==> src/rtl/mdrop_pkg.sv <==
package mdrop_pkg;

    localparam int CH_W = 8;

    typedef struct packed {
        logic            tag;
        logic [CH_W-1:0] val;
    } rx_char_t;

    typedef enum logic [1:0] {
        CK_PASS = 2'd0,
        CK_DATA = 2'd1,
        CK_ADDR = 2'd2
    } ch_kind_e;

    function automatic ch_kind_e kind_of(input logic md_on, input logic tag);
        if (!md_on)
            return CK_PASS;
        return tag ? CK_ADDR : CK_DATA;
    endfunction

endpackage

==> src/rtl/mdrop_classify.sv <==
module mdrop_classify
    import mdrop_pkg::*;
(
    input  logic     md_on,
    input  rx_char_t ch,
    output ch_kind_e kind
);
    always_comb kind = kind_of(md_on, ch.tag);
endmodule

==> src/rtl/mdrop_addr_match.sv <==
module mdrop_addr_match #(
    parameter int W = 8
) (
    input  logic [W-1:0] val,
    input  logic [W-1:0] own,
    input  logic [W-1:0] care,
    output logic         hit
);
    logic [W-1:0] own_ok;
    logic [W-1:0] bc_ok;

    for (genvar i = 0; i < W; i++) begin : g_bit
        assign own_ok[i] = !care[i] || (val[i] == own[i]);
        assign bc_ok[i]  = !care[i] || val[i];
    end

    assign hit = (&own_ok) || (&bc_ok);
endmodule

==> src/rtl/mdrop_gate.sv <==
module mdrop_gate
    import mdrop_pkg::*;
(
    input  logic     clk,
    input  logic     rst,
    input  logic     valid,
    input  ch_kind_e kind,
    input  rx_char_t ch,
    input  logic     auto_on,
    input  logic     hit,
    input  logic     host_clr,
    output logic     wr,
    output rx_char_t wr_ch,
    output logic     gate
);
    always_ff @(posedge clk) begin
        if (rst) begin
            gate  <= 1'b1;
            wr    <= 1'b0;
            wr_ch <= '0;
        end else begin
            wr <= 1'b0;
            if (host_clr)
                gate <= 1'b0;
            if (valid) begin
                unique case (kind)
                    CK_PASS: begin
                        wr    <= 1'b1;
                        wr_ch <= ch;
                    end
                    CK_DATA: begin
                        if (!gate) begin
                            wr    <= 1'b1;
                            wr_ch <= ch;
                        end
                    end
                    CK_ADDR: begin
                        if (auto_on) begin
                            gate <= !hit;
                        end else begin
                            gate  <= 1'b1;
                            wr    <= 1'b1;
                            wr_ch <= ch;
                        end
                    end
                    default: ;
                endcase
            end
        end
    end

    AST_IDLE_NO_WRITE: assert property (@(posedge clk) disable iff (rst)
        !valid |=> !wr);
    AST_NORMAL_PASS: assert property (@(posedge clk) disable iff (rst)
        valid && kind == CK_PASS |=> wr && wr_ch == $past(ch));
    AST_NORMAL_GATE_HELD: assert property (@(posedge clk) disable iff (rst)
        valid && kind == CK_PASS && !host_clr |=> gate == $past(gate));
    AST_DATA_BLOCKED: assert property (@(posedge clk) disable iff (rst)
        valid && kind == CK_DATA && gate |=> !wr);
    AST_DATA_OPEN: assert property (@(posedge clk) disable iff (rst)
        valid && kind == CK_DATA && !gate |=> wr);
    AST_ADDR_HIT_OPENS: assert property (@(posedge clk) disable iff (rst)
        valid && kind == CK_ADDR && auto_on && hit |=> !gate && !wr);
    AST_ADDR_MISS_CLOSES: assert property (@(posedge clk) disable iff (rst)
        valid && kind == CK_ADDR && auto_on && !hit |=> gate && !wr);
    AST_MANUAL_ADDR: assert property (@(posedge clk) disable iff (rst)
        valid && kind == CK_ADDR && !auto_on |=> gate && wr);
    AST_HOST_CLEAR: assert property (@(posedge clk) disable iff (rst)
        host_clr && !valid |=> !gate);
endmodule

==> src/rtl/mdrop_filter.sv <==
module mdrop_filter
    import mdrop_pkg::*;
#(
    parameter int DATA_W = CH_W
) (
    input  logic              clk,
    input  logic              rst,
    input  logic              rx_valid,
    input  logic [DATA_W-1:0] rx_data,
    input  logic              rx_bit9,
    input  logic              mdrop_en,
    input  logic              auto_addr,
    input  logic [DATA_W-1:0] slave_addr,
    input  logic [DATA_W-1:0] addr_mask,
    input  logic              host_clr_sm2,
    output logic              fifo_wr,
    output logic [DATA_W:0]   fifo_char,
    output logic              sm2
);
    rx_char_t ch_in;
    rx_char_t ch_out;
    ch_kind_e kind;
    logic     addr_hit;

    assign ch_in = '{tag: rx_bit9, val: rx_data};

    mdrop_classify u_classify (
        .md_on (mdrop_en),
        .ch    (ch_in),
        .kind  (kind)
    );

    mdrop_addr_match #(.W(DATA_W)) u_match (
        .val  (rx_data),
        .own  (slave_addr),
        .care (addr_mask),
        .hit  (addr_hit)
    );

    mdrop_gate u_gate (
        .clk      (clk),
        .rst      (rst),
        .valid    (rx_valid),
        .kind     (kind),
        .ch       (ch_in),
        .auto_on  (auto_addr),
        .hit      (addr_hit),
        .host_clr (host_clr_sm2),
        .wr       (fifo_wr),
        .wr_ch    (ch_out),
        .gate     (sm2)
    );

    assign fifo_char = ch_out;

    AST_BCAST_OPENS: assert property (@(posedge clk) disable iff (rst)
        rx_valid && mdrop_en && auto_addr && rx_bit9
        && ((rx_data & addr_mask) == addr_mask) |=> !sm2);
    AST_ZERO_MASK_ACCEPTS: assert property (@(posedge clk) disable iff (rst)
        rx_valid && mdrop_en && auto_addr && rx_bit9 && addr_mask == '0
        |=> !sm2);
endmodule

==> config.mk <==
export PLATFORM = sky130hd
export DESIGN_NAME = mdrop_filter
export DESIGN_NICKNAME = d
export VERILOG_FILES = /design/src/rtl/mdrop_pkg.sv /design/src/rtl/mdrop_classify.sv /design/src/rtl/mdrop_addr_match.sv /design/src/rtl/mdrop_gate.sv /design/src/rtl/mdrop_filter.sv
export SDC_FILE = /design/constraint.sdc
export NUM_CORES = 1
export LEC_CHECK = 0
export CORE_MARGIN = 2
export CORE_UTILIZATION = 26
export DETAILED_ROUTE_END_ITERATION = 6
export DONT_BUFFER_PORTS = 1
export PLACE_DENSITY = 0.49
export SYNTH_ARGS = -nofsm -noshare
export SYNTH_HDL_FRONTEND = slang
export SYNTH_SLANG_ARGS = --single-unit
==> constraint.sdc <==
create_clock -name clk -period 1.35 [get_ports clk]
set_input_delay 0.135 -clock clk [delete_from_list [all_inputs] [get_ports clk]]
set_output_delay 0.135 -clock clk [all_outputs]
set_load 0.005 [all_outputs]
==> results_dict.tcl, run 1 <==
set metrics [dict create \
    drt-vias-per-instance 5.119 \
    clk_pin_slew_ns 0.08 \
    finalCritPeriodShare_pct 90.70 \
    finalSetupViolCount 0 \
    hpwl_mm 1.196 \
    netlist_area_sq_um 589.3 \
    drive_above_1_share_pct 5.479 \
    synth_cells 69 \
    synth_top_cells_by_area "dfxtp_1 37%, mux2i_1 17%, xnor2_1 12%" \
    worstPathRequired_ns 1.49 \
    min_period_ns 1.224 \
    synth_cell_types 16 \
    cp.arrival_ns 1.37 \
    die_h_um 51.61 \
    io_buffers 0 \
    rsz0062_at_grt "no" \
    nFillCells 252 \
    htreeDepth 1 \
    cts_buffers 3 \
    peakVddDrop_uv 356.2 \
    final_cell_mix "11 x inv_1, 11 x dfxtp_1, 10 x mux2i_1" \
    slew_viol_final 0 \
    ys_seq_elements 11 \
    slew_headroom_pct 70.30 \
    wl_per_cell_um 14.85 \
    diodes 0 \
    vias 517 \
    clkSinkCount 11 \
    cellLeakagePower_nw 0.3028 \
    die_area_sq_mm 0.002664 \
    area_growth_pct 12.53 \
    skew_ns 0.005314 \
    io_pins 42 \
    root_buffer "clkbuf_4" \
    gp_congestion 0.6651 \
    drt-total-wl_mm 1.500 \
    drt_first_pass_iters 4 \
    worst_pin_slew_ns 0.4440 \
    first_global_vias 543 \
    p_per_area_mw_per_mm2 1080 \
    synth_seq_area_share_pct 37.37 \
    syn_nets 100 \
    drtAntennaViolNets 0 \
    drtIter0Drc 5 \
    route.detailed.drc 0 \
    setup_tns_ns 0 \
    cts_tree "built" \
    grt_pass1_wl_mm 2.511 \
    start_util_pct 27.16 \
    hold_path.class "in -> reg" \
    ys_warn_count 0 \
    finalHoldViolations 0 \
    coreArea_sq_mm 0.002170 \
    grt_max_degree 12 \
    maxCapViolCount 0 \
    max_freq_mhz 816.7 \
    cts_setup_buffers 0 \
    critPathMaxFanout 10 \
    outcome "complete, no violations" \
    clk_path_buf_depth 2 \
    gr-total-overflow 0 \
    yosys.area.top_type "dfxtp_1" \
    path_class "reg -> reg" \
    synth_top_area_share_pct 37.37 \
    crit_path_end_kind "flip-flop" \
    finalNetCount 105 \
    clkLatencyLatePin_ns 0.27 \
    fin_util_pct 30.57 \
    avgSynthCellArea_sq_um 8.541 \
    antenna_found_initial 0 \
    die_w_um 51.61 \
    grt_usage_pct 13.20 \
    startpoint_type "flip-flop" \
    row_count 17 \
]
==> critical path: stages (launching register included) <==
cell and delay, ns:
dfxtp_1 0.40, mux2i_1 0.10, o21ai_1 0.15, buf_6 0.19, mux2i_1 0.20, nor2_1 0.05
==> layer usage <==
layer  track usage, %  vias to the layer above  part of all wire [%]
met1            15.93                      241                    42
li1                 -                      245                     -
met2            19.87                       29                    48
met4            7.895                        0                  0.73
met5                0                        -                     0
met3            4.885                        2                   9.3
==> synth_stat cells, drive strengths merged <==
master / number
a211oi: 2
buf: 1
clkbuf: 1
nor2: 9
o21ai: 1
nand2b: 1
or4: 2
xnor2: 8
inv: 11
a21oi: 1
mux2i: 10
a311o: 1
dfxtp: 11
nand2: 1
nand3: 1
o22ai: 8
==> through the flow <==
step	cell area [sq um]	hold slack (ns)	total power, W	std cells	setup WS (ns)
floorplan	589.3	0.2414	0.0004651	69	0.04280
global placement	623.1	0.2100	0.0004828	96	-0.01473
detailed placement	623.1	0.2123	0.0004870	96	-0.05889
CTS	659.4	0.002407	0.0007332	101	0.09549
global route	663.1	0.01967	0.0007693	101	0.005914
finish	663.1	0.008275	0.0007162	101	0.1255
==> cells by family (layout without fill, tap and decap cells) <==
logic type / Yosys count / in the layout / share of synthesized area (%)
buf+inv: 13 / 17 / 8.491
simple gates: 14 / 14 / 10.83
compound gates: 13 / 13 / 14.44
mux: 10 / 10 / 16.99
xor+xnor: 8 / 8 / 11.89
flops: 11 / 11 / 37.37
==> flip-flops by register name (all words and copies together) (netlist names) <==
register / count
u_gate.wr_ch: 9
u_gate.wr: 1
u_gate.gate: 1
==> power by group <==
part / internal, W / leakage [nW] / switching [W]
registers: 0.000347 / 0.0907 / 0.0000171
clock network: 0.000114 / 0.0150 / 0.000116
logic: 0.0000658 / 0.197 / 0.0000559
total: 0.000527 / 0.303 / 0.000189
==> layout make-up <==
| type | instances | area (sq um) | area share (%) |
|---|---|---|---|
| Inverter | 11 | 41.29 | 6.226 |
| Sequential cell | 11 | 220.2 | 33.21 |
| Timing Repair Buffer | 2 | 21.27 | 3.208 |
| Multi-Input combinational cell | 45 | 319.1 | 48.11 |
| Clock buffer | 4 | 26.28 | 3.962 |
| Tap cell | 28 | 35.03 | 5.283 |
==> path summary, 6_finish.rpt <==
kind / start / endpoint / slack (ns) / cells past startpoint
worst max-delay path: u_gate.gate$_SDFF_PP1_ / u_gate.wr_ch[6]$_SDFFE_PP0P_ / 0.13 / 5
worst min-delay path: rx_data[2] / u_gate.wr_ch[2]$_SDFFE_PP0P_ / 0.008 / 2
worst max register to register: u_gate.gate$_SDFF_PP1_ / u_gate.wr_ch[6]$_SDFFE_PP0P_ / 0.13 / 5
worst min register to register: u_gate.wr_ch[8]$_SDFFE_PP0P_ / u_gate.wr_ch[8]$_SDFFE_PP0P_ / 0.48 / 2
==> repair_timing <==
action	in CTS	in global routing
hold buffers	1	0
hold endpoints to repair	11	0
endpoints found under the setup margin	0	4
gates resized for setup	0	1
Note: power is estimated with default switching activity, not from simulation.
==> run 2, diff against run 1 <==
--- a/config.mk
+++ b/config.mk
@@ -5,10 +5,12 @@
 export SDC_FILE = /design/constraint.sdc
 export NUM_CORES = 1
 export LEC_CHECK = 0
+export CAP_MARGIN = 20
 export CORE_MARGIN = 2
 export CORE_UTILIZATION = 26
 export DETAILED_ROUTE_END_ITERATION = 6
 export DONT_BUFFER_PORTS = 1
+export GPL_TIMING_DRIVEN = 0
 export PLACE_DENSITY = 0.49
 export SYNTH_ARGS = -nofsm -noshare
 export SYNTH_HDL_FRONTEND = slang
==> results_dict.tcl, run 2 (synthesis results as in run 1) <==
set metrics [dict create \
    diodes 0 \
    setup_tns_ns 0 \
    crit_path_end_kind "flip-flop" \
    finalHoldViolations 0 \
    path_class "reg -> reg" \
    drt-total-wl_mm 1.425 \
    outcome "complete, no violations" \
    rsz0062_at_grt "no" \
    maxCapViolCount 0 \
    cts_buffers 3 \
    reg_top3 "u_gate.wr_ch: 9 flops, u_gate.gate: 1 flops, u_gate.wr: 1 flops" \
    cts_tree "built" \
    cts_setup_buffers 0 \
    die_area_sq_mm 0.002664 \
    drtIter0Drc 1 \
    grt_usage_pct 11.74 \
    drt-vias-per-instance 4.913 \
    r2r_slack_ns 0.17 \
    slew_headroom_pct 68.25 \
    cellLeakagePower_nw 0.3079 \
    finalSetupViolCount 0 \
    min_period_ns 1.178 \
    p_int_w 0.0005297 \
    antenna_found_initial 0 \
    p_sw_share_pct 25.54 \
    drt_first_pass_iters 2 \
    p_per_area_mw_per_mm2 1053 \
    die_h_um 51.61 \
    root_buffer "clkbuf_4" \
    slew_viol_final 0 \
    htreeDepth 1 \
    grt_max_degree 11 \
    seq_power_share_pct 51.2 \
    skew_ns 0.002049 \
    io_pins 42 \
    worstPathRequired_ns 1.49 \
    critPathMaxFanout 5 \
    clkSinkCount 11 \
    clk_pin_slew_ns 0.07 \
    die_w_um 51.61 \
    drtAntennaViolNets 0 \
    route.detailed.drc 0 \
    hold_path.class "in -> reg" \
    largest_register_ffs 9 \
    peakVddDrop_uv 478.4 \
    first_global_vias 500 \
    finalNetCount 107 \
    fin_util_pct 31.14 \
    max_freq_mhz 848.7 \
    coreArea_sq_mm 0.002170 \
    final_cell_mix "11 x inv_1, 10 x mux2i_1, 10 x dfxtp_1" \
    vias 506 \
    io_buffers 0 \
    regMostFlops "u_gate.wr_ch" \
    clk_path_buf_depth 2 \
    gp_congestion 0.6648 \
    row_count 17 \
    area_growth_pct 14.65 \
    finalCritPeriodShare_pct 87.28 \
    wl_per_cell_um 13.83 \
    startpoint_type "flip-flop" \
    grt_pass1_wl_mm 2.201 \
    drive_above_1_share_pct 9.333 \
    gr-total-overflow 0 \
    cp.arrival_ns 1.32 \
    power_switching_w 0.0001818 \
    clkLatencyLatePin_ns 0.26 \
    clock_power_share_pct 31.6 \
    start_util_pct 27.16 \
    worst_pin_slew_ns 0.4763 \
    layout_commonest_cell "inv_1" \
    pwr-share-comb_pct 17.2 \
]
-- run 2: timing repair --
action,CTS,global route
hold buffers,1,0
endpoints found under the hold margin,1,0
setup endpoints to repair,0,8
gates resized for setup,0,8
-- run 2: final timing paths --
check | depth (start not counted) | endpoint | from
worst max-delay path | 5 | u_gate.wr_ch[5]$_SDFFE_PP0P_ | u_gate.gate$_SDFF_PP1_
worst min-delay path | 2 | u_gate.wr_ch[1]$_SDFFE_PP0P_ | rx_data[1]
worst min register to register | 2 | u_gate.wr_ch[8]$_SDFFE_PP0P_ | u_gate.wr_ch[8]$_SDFFE_PP0P_
worst max register to register | 5 | u_gate.wr_ch[5]$_SDFFE_PP0P_ | u_gate.gate$_SDFF_PP1_
-- run 2: metal layers --
layer	part of all wire, %	global-route usage (%)	up-vias
met5	0	0	-
li1	-	-	251
met1	42	14.84	224
met3	10	4.598	2
met4	0.91	7.895	0
met2	47	16.24	29
-- run 2: stage by stage --
stage               setup slack [ns]  area [sq um]  power [W]  hold WS, ns  instances
floorplan                    0.04280         589.3  0.0004651       0.2414         69
global placement            -0.04614         624.3  0.0004846       0.2423         97
detailed placement          -0.04464         624.3  0.0004865       0.2483         97
CTS                         0.006232         660.6  0.0007272     0.001479        102
global route                 0.07687         675.6  0.0007629      0.01085        103
finish                        0.1717         675.6  0.0007115      0.01470        103
-- run 2: critical path, stage by stage (launching register included) --
cell,delay [ns]
dfxtp_2,0.36
mux2i_1,0.10
o21ai_2,0.16
clkbuf_4,0.21
mux2i_1,0.19
nor2_1,0.05
-- run 2: area by class of cell --
cell class	count	area [sq um]
Timing Repair Buffer	2	17.52
Inverter	11	41.29
Sequential cell	11	221.5
Clock buffer	4	26.28
Buffer	2	11.26
Fill cell	254	1494
Multi-Input combinational cell	45	322.8
Tap cell	28	35.03
-- run 2: power by group through the flow --
stage / clock network [W] / logic [W] / registers [W]
5_1_grt: 0.000255 / 0.000140 / 0.000368
6_report: 0.000225 / 0.000123 / 0.000364
2_1_floorplan: 0 / 0.0000975 / 0.000368
3_5_place_dp: 0 / 0.000115 / 0.000372
4_1_cts: 0.000245 / 0.000118 / 0.000364
3_3_place_gp: 0 / 0.000113 / 0.000371
